**src/rtl/mbx_pack_pkg.sv**
```systemverilog
package mbx_pack_pkg;
  typedef enum logic [1:0] {
    ST_OK       = 2'd0,
    ST_NO_SPACE = 2'd1,
    ST_NOT_RDY  = 2'd2
  } pack_status_e;

  typedef enum logic [2:0] {
    PK_IDLE,
    PK_HDR,
    PK_PAY,
    PK_RING,
    PK_CHK,
    PK_DONE
  } pack_state_e;
endpackage

```
**src/rtl/mbx_fit_check.sv**
```systemverilog
module mbx_fit_check #(
  parameter int LEN_W  = 9,
  parameter int SLOT_W = 8,
  parameter int WB     = 4
) (
  input  logic [LEN_W-1:0]  len_i,
  input  logic [SLOT_W-1:0] free_i,
  output logic              fits_o
);
  localparam int WW = (LEN_W > SLOT_W ? LEN_W : SLOT_W) + 1;

  logic [WW-1:0] need;
  logic [WW-1:0] free_ext;

  always_comb begin
    need     = WW'(1) + ((WW'(len_i) + WW'(WB - 1)) / WW'(WB));
    free_ext = WW'(free_i);
    fits_o   = !free_i[SLOT_W-1] && (need <= free_ext);
  end
endmodule

```
**src/rtl/mbx_lane_packer.sv**
```systemverilog
module mbx_lane_packer #(
  parameter int WB = 4,
  localparam int LW = (WB > 1) ? $clog2(WB) : 1
) (
  input  logic            clk,
  input  logic            rst_n,
  input  logic            take_i,
  input  logic            last_i,
  input  logic [7:0]      byte_i,
  output logic [8*WB-1:0] word_o,
  output logic            fire_o
);
  logic [LW-1:0] lane_q, lane_d;
  logic [7:0]    acc_q [WB-1];
  logic [7:0]    acc_d [WB-1];

  assign fire_o = take_i && ((lane_q == LW'(WB - 1)) || last_i);

  for (genvar k = 0; k < WB; k++) begin : g_lane
    if (k < WB - 1) begin : g_held
      assign word_o[8*k +: 8] = (LW'(k) < lane_q) ? acc_q[k]
                              : ((LW'(k) == lane_q) ? byte_i : 8'h00);
    end else begin : g_top
      assign word_o[8*k +: 8] = (LW'(k) == lane_q) ? byte_i : 8'h00;
    end
  end

  always_comb begin
    lane_d = lane_q;
    for (int k = 0; k < WB - 1; k++) acc_d[k] = acc_q[k];
    if (take_i) begin
      if (fire_o) lane_d = '0;
      else        lane_d = lane_q + LW'(1);
      for (int k = 0; k < WB - 1; k++)
        if (LW'(k) == lane_q) acc_d[k] = byte_i;
    end
  end

  always_ff @(posedge clk or negedge rst_n) begin
    if (!rst_n) begin
      lane_q <= '0;
      for (int k = 0; k < WB - 1; k++) acc_q[k] <= 8'h00;
    end else if (take_i) begin
      lane_q <= lane_d;
      for (int k = 0; k < WB - 1; k++) acc_q[k] <= acc_d[k];
    end
  end
endmodule

```
**src/rtl/mbx_msg_packer.sv**
```systemverilog
module mbx_msg_packer #(
  parameter int LEN_W  = 9,
  parameter int SLOT_W = 8,
  parameter int IG_BIT = 2,
  parameter int IS_BIT = 1
) (
  input  logic              clk,
  input  logic              rst_n,
  input  logic              start,
  input  logic [31:0]       hdr_in,
  input  logic [SLOT_W-1:0] free_slots,
  input  logic              peer_ready,
  input  logic [31:0]       csr_q,
  input  logic              s_valid,
  input  logic [7:0]        s_data,
  output logic              s_ready,
  output logic              wr_en,
  output logic [31:0]       wr_data,
  output logic              csr_we,
  output logic [31:0]       csr_wdata,
  output logic              busy,
  output logic              done,
  output logic [1:0]        status
);
  import mbx_pack_pkg::*;

  localparam int WB     = 4;
  localparam int LEN_LO = 32 - LEN_W;

  pack_state_e  st_q, st_d;
  pack_status_e stat_q, stat_d;
  logic [31:0]      hdr_q, hdr_d;
  logic [LEN_W-1:0] left_q, left_d;

  logic [LEN_W-1:0] len_in;
  logic             fits;
  logic             take;
  logic             last_byte;
  logic [31:0]      packed_word;
  logic             word_fire;

  assign len_in = hdr_in[31:LEN_LO];

  mbx_fit_check #(.LEN_W(LEN_W), .SLOT_W(SLOT_W), .WB(WB)) i_fit (
    .len_i  (len_in),
    .free_i (free_slots),
    .fits_o (fits)
  );

  assign s_ready   = (st_q == PK_PAY);
  assign take      = s_ready && s_valid;
  assign last_byte = (left_q == LEN_W'(1));

  mbx_lane_packer #(.WB(WB)) i_lanes (
    .clk    (clk),
    .rst_n  (rst_n),
    .take_i (take),
    .last_i (last_byte),
    .byte_i (s_data),
    .word_o (packed_word),
    .fire_o (word_fire)
  );

  always_comb begin
    st_d   = st_q;
    stat_d = stat_q;
    hdr_d  = hdr_q;
    left_d = left_q;
    unique case (st_q)
      PK_IDLE: begin
        if (start) begin
          hdr_d  = hdr_in;
          left_d = len_in;
          if (fits) begin
            st_d = PK_HDR;
          end else begin
            stat_d = ST_NO_SPACE;
            st_d   = PK_DONE;
          end
        end
      end
      PK_HDR:  st_d = (left_q == '0) ? PK_RING : PK_PAY;
      PK_PAY: begin
        if (take) begin
          left_d = left_q - LEN_W'(1);
          if (last_byte) st_d = PK_RING;
        end
      end
      PK_RING: st_d = PK_CHK;
      PK_CHK: begin
        stat_d = peer_ready ? ST_OK : ST_NOT_RDY;
        st_d   = PK_DONE;
      end
      PK_DONE: st_d = PK_IDLE;
      default: st_d = PK_IDLE;
    endcase
  end

  always_ff @(posedge clk or negedge rst_n) begin
    if (!rst_n) begin
      st_q   <= PK_IDLE;
      stat_q <= ST_OK;
      hdr_q  <= '0;
      left_q <= '0;
    end else begin
      st_q   <= st_d;
      stat_q <= stat_d;
      hdr_q  <= hdr_d;
      left_q <= left_d;
    end
  end

  always_comb begin
    wr_en     = (st_q == PK_HDR) || word_fire;
    wr_data   = (st_q == PK_HDR) ? hdr_q : packed_word;
    csr_we    = (st_q == PK_RING);
    csr_wdata = csr_q;
    csr_wdata[IG_BIT] = 1'b1;
    csr_wdata[IS_BIT] = 1'b0;
    busy      = (st_q != PK_IDLE);
    done      = (st_q == PK_DONE);
    status    = stat_q;
  end
endmodule

```
**config.mk**
```make
export PLATFORM = sky130hd
export DESIGN_NAME = mbx_msg_packer
export DESIGN_NICKNAME = d
export VERILOG_FILES = /design/src/rtl/mbx_pack_pkg.sv /design/src/rtl/mbx_fit_check.sv /design/src/rtl/mbx_lane_packer.sv /design/src/rtl/mbx_msg_packer.sv
export SDC_FILE = /design/constraint.sdc
export NUM_CORES = 1
export LEC_CHECK = 0
export ABC_AREA = 1
export BUFFER_PORTS_ARGS = -buffer_cell sky130_fd_sc_hd__clkbuf_2
export CORE_UTILIZATION = 46
export DETAILED_ROUTE_END_ITERATION = 16
export GPL_TIMING_DRIVEN = 0
export HOLD_SLACK_MARGIN = 0.08
export PLACE_DENSITY = 0.8
export SYNTH_ARGS = -nofsm -noshare
export SYNTH_HDL_FRONTEND = slang
export SYNTH_HIERARCHICAL = 1
export SYNTH_SLANG_ARGS = --single-unit
```
**constraint.sdc**
```tcl
create_clock -name clk -period 1.6 [get_ports clk]
set_input_delay 0.16 -clock clk [delete_from_list [all_inputs] [get_ports clk]]
set_output_delay 0.16 -clock clk [all_outputs]
set_load 0.005 [all_outputs]
```
==> flow_metrics.env <==
export IMPL_crit_path_frequent_cell="nand2_1"
export IMPL_layout_common_cells="150 x nand2_1, 98 x clkbuf_2, 74 x inv_1"
export IMPL_path_cells="clkbuf_16, nor2_4, nand2_1, nand2_2, inv_4, ha_4, nand3_4, nor2_4, buf_6, xnor2_2, ha_1, a21oi_1, o21ai_1, nand2_1, nand3_2, a21oi_2, nand2_1, nand2_1, o21ai_2, inv_1, nor2_1"
export IMPL_antenna_found_initial=0
export IMPL_post_drt_wl_per_cell_um=16.3
export IMPL_viasPerCell=5.33
export IMPL_setup_viol=49
export IMPL_status="finished, violations left"
export IMPL_synthAdderAreaFrac_pct=4.52
export IMPL_worst_pin_slew_ns=0.538
export IMPL_rsz0062_at_grt="yes"
export IMPL_diodes=0
export IMPL_synth_top_family_by_area="simple AND/OR/NAND/NOR gates"
export IMPL_relSlewSlack_pct=64.1
export IMPL_drtIter0Drc=461
export IMPL_maxSlewViolCount=0
export IMPL_dieArea_sq_um=10600
export IMPL_cp_slowest_cell="ha_1"
export IMPL_fin_worst_skew_ns=0.0157
export IMPL_crit_arrival_ns=2.35
export IMPL_synth_mux_area_share_pct=1.68
export IMPL_grt_total_usage_pct=27.7
export IMPL_pwr_density_cell_nw_per_um2=1650
export IMPL_areaGrowthSynthToFinish_pct=51.3
export IMPL_synthXorXnorAreaFrac_pct=0.559
export IMPL_violations="setup timing"
export IMPL_switching_power_uw=5390
export IMPL_fmax_ghz=0.477
export IMPL_drc=0
export IMPL_hold_violations=0
export IMPL_rows=36
export IMPL_p_comb_share_pct=60.7
export IMPL_vias=5300
export IMPL_avgSynthCellArea_sq_um=7.19
export IMPL_critPathMaxStageDelay_ns=0.31
export IMPL_clockPowerShare_pct=11.9
export IMPL_yosysSeqAreaShare_pct=38.3
export IMPL_p_int_uw=6330
export IMPL_yosysWarningCount=6
export IMPL_cap_violations=0
export IMPL_synth_simple_area_share_pct=26.5
export IMPL_layout_drive_gt1_share_pct=42.6
export IMPL_cts_buffers=9
export IMPL_synth_nets=756
export IMPL_sequentialPowerShare_pct=27.5
export IMPL_fin_ws_ns=-0.496
export IMPL_cp_start_kind="primary input"
export IMPL_ys_flop_type="dfrtp_1"
export IMPL_fin_crit_ns=2.10
export IMPL_syn_area_sq_um=4700
export IMPL_grt_pass1_vias=4847
export IMPL_endpoint_kind="flip-flop"
export IMPL_crit_path_max_fanout=3
export IMPL_die_w_um=103
export IMPL_synthArstFlopShare_pct=100
export IMPL_ys_types=31
export IMPL_die_height_um=103
export IMPL_coreArea_sq_um=9820
export IMPL_io_pins=156
export IMPL_totalWireLength_mm=16.2
export IMPL_switching_share_pct=46.0
export IMPL_port_buffers=121
export IMPL_nNetsFinal=959
export IMPL_first_pass_iters=5
export IMPL_ys_seq_elements=72
export IMPL_ir_drop_mv=0.753
export IMPL_gp_congestion=0.878
export IMPL_grt_pass1_wl_mm=22.5
export IMPL_cts_sinks=72
export IMPL_cts_htree_levels=3
export IMPL_cts_tree="built"
export IMPL_ant_nets=0
export IMPL_worstSetupPathType="primary input to flip-flop"
export IMPL_final_common_cell="nand2_1"
export IMPL_critPathRequiredTime_ns=1.86
export IMPL_dp_slack_ns=-1.12
export IMPL_synth_compound_area_share_pct=13.0
export IMPL_clock_path_buffers=2
export IMPL_globalRoute_totalOverflow=0
export IMPL_start_util_pct=47.9
export IMPL_syn_inst=654
export IMPL_clkLatencyLatePin_ns=0.36
export IMPL_p_total_uw=11700
export IMPL_clk_pin_slew_ns=0.09
export IMPL_dp_hpwl_mm=9.36
export IMPL_min_path_type="primary input to flip-flop"
export IMPL_post_route_period_util_pct=131
export IMPL_cts_root_buf="clkbuf_8"
export IMPL_synth_edf_count=0
export IMPL_power_leakage_uw=0.00380
export IMPL_grt_max_degree=54
[stage by stage]
stage	util [%]	std cells	setup TNS (ns)	hold slack (ns)	cell area (sq um)
finish	72.5	995	-14.83	0.0898	7110
global route	72.5	995	-17.68	0.0945	7110
CTS	68.0	983	-11.12	0.0850	6670
detailed placement	56.5	909	-14.32	0.101	5550
global placement	56.2	908	-31.19	0.347	5520
floorplan	-	654	-1.76	-0.136	4750
[sequential cells by signal, summed over array words and instances (netlist names)]
name and cells:
left_q 9, i_lanes/lane_q 2, i_lanes/acc_q 24, status 2, hdr_q 32, st_q 3
[what timing repair did]
item                                    CTS  global route
cloned                                    2             2
gates resized for setup                 150           124
buffers inserted                         33            12
hold buffers                             25             0
pin swaps                                28            19
endpoints found under the setup margin   63            63
hold endpoints to repair                 96             0
[layout make-up]
type | instances | area (sq um)
tap | 133 | 166
fill | 688 | 2710
inverter | 92 | 385
sequential | 72 | 1810
multi-input combinational | 434 | 2730
timing repair buffer | 194 | 1400
clock inverter | 7 | 63.8
clock buffer | 9 | 124
buffer | 54 | 437
[Yosys cell counts, types with 6 or more instances]
cell type | number | area [sq um]
inv_2 | 6 | 22.5
nand3_2 | 6 | 60.1
inv_1 | 86 | 323
buf_4 | 35 | 263
nand3_1 | 26 | 130
ha_1 | 17 | 213
clkbuf_1 | 6 | 22.5
mux2_2 | 7 | 78.8
a21oi_1 | 40 | 200
buf_2 | 13 | 65.1
nand4_1 | 9 | 56.3
o21ai_0 | 66 | 330
nand2_1 | 167 | 627
nor2_1 | 60 | 225
dfrtp_1 | 72 | 1800
o21ai_1 | 9 | 45.0
[layer usage]
metal | routed length (um) | vias up | track usage [%]
li1 | - | 2439 | -
met1 | 6030 | 2454 | 32.5
met2 | 8240 | 323 | 49.8
met3 | 1280 | 84 | 6.31
met4 | 678 | 0 | 9.75
met5 | 0 | - | 0
[kinds of logic after synthesis]
family / after synthesis
buf+inv: 148
mux: 7
xor+xnor: 3
flops: 72
other cells: 2
fa+ha+maj: 17
simple gates: 286
compound gates: 119
[final timing paths]
path / startpoint / endpoint / slack, ns / depth (start not counted)
setup reg to reg: i_lanes/lane_q[1]$_DFFE_PN0P_ / i_lanes/acc_q[6]$_DFFE_PN0P_ / -0.07 / 10
hold reg to reg: i_lanes/acc_q[8]$_DFFE_PN0P_ / i_lanes/acc_q[8]$_DFFE_PN0P_ / 0.49 / 2
max in group asynchronous: rst_n / st_q[1]$_DFFE_PN0P_ / 0.76 / 3
min in group asynchronous: rst_n / hdr_q[8]$_DFFE_PN0P_ / 0.26 / 2
hold / removal: free_slots[7] / status[0]$_DFFE_PN0P_ / 0.09 / 3
setup / recovery: hdr_in[24] / st_q[2]$_DFFE_PN0P_ / -0.50 / 21
[worst max-delay path, delay by kind of cell]
| family | cells | cell delay, ns |
|---|---|---|
| simple gates | 10 | 0.82 |
| buf+inv | 4 | 0.34 |
| fa+ha+maj | 2 | 0.47 |
| xor+xnor | 1 | 0.12 |
| compound gates | 4 | 0.44 |
[power groups by stage]
stage          clock (uW)  combinational, uW  sequential, uW
2_1_floorplan           0               3200            3040
3_3_place_gp            0               4640            3130
3_5_place_dp            0               4740            3160
4_1_cts              1390               6000            3130
5_1_grt              1480               7780            3290
6_report             1390               7110            3220
Note: power is estimated with default switching activity, not from simulation.
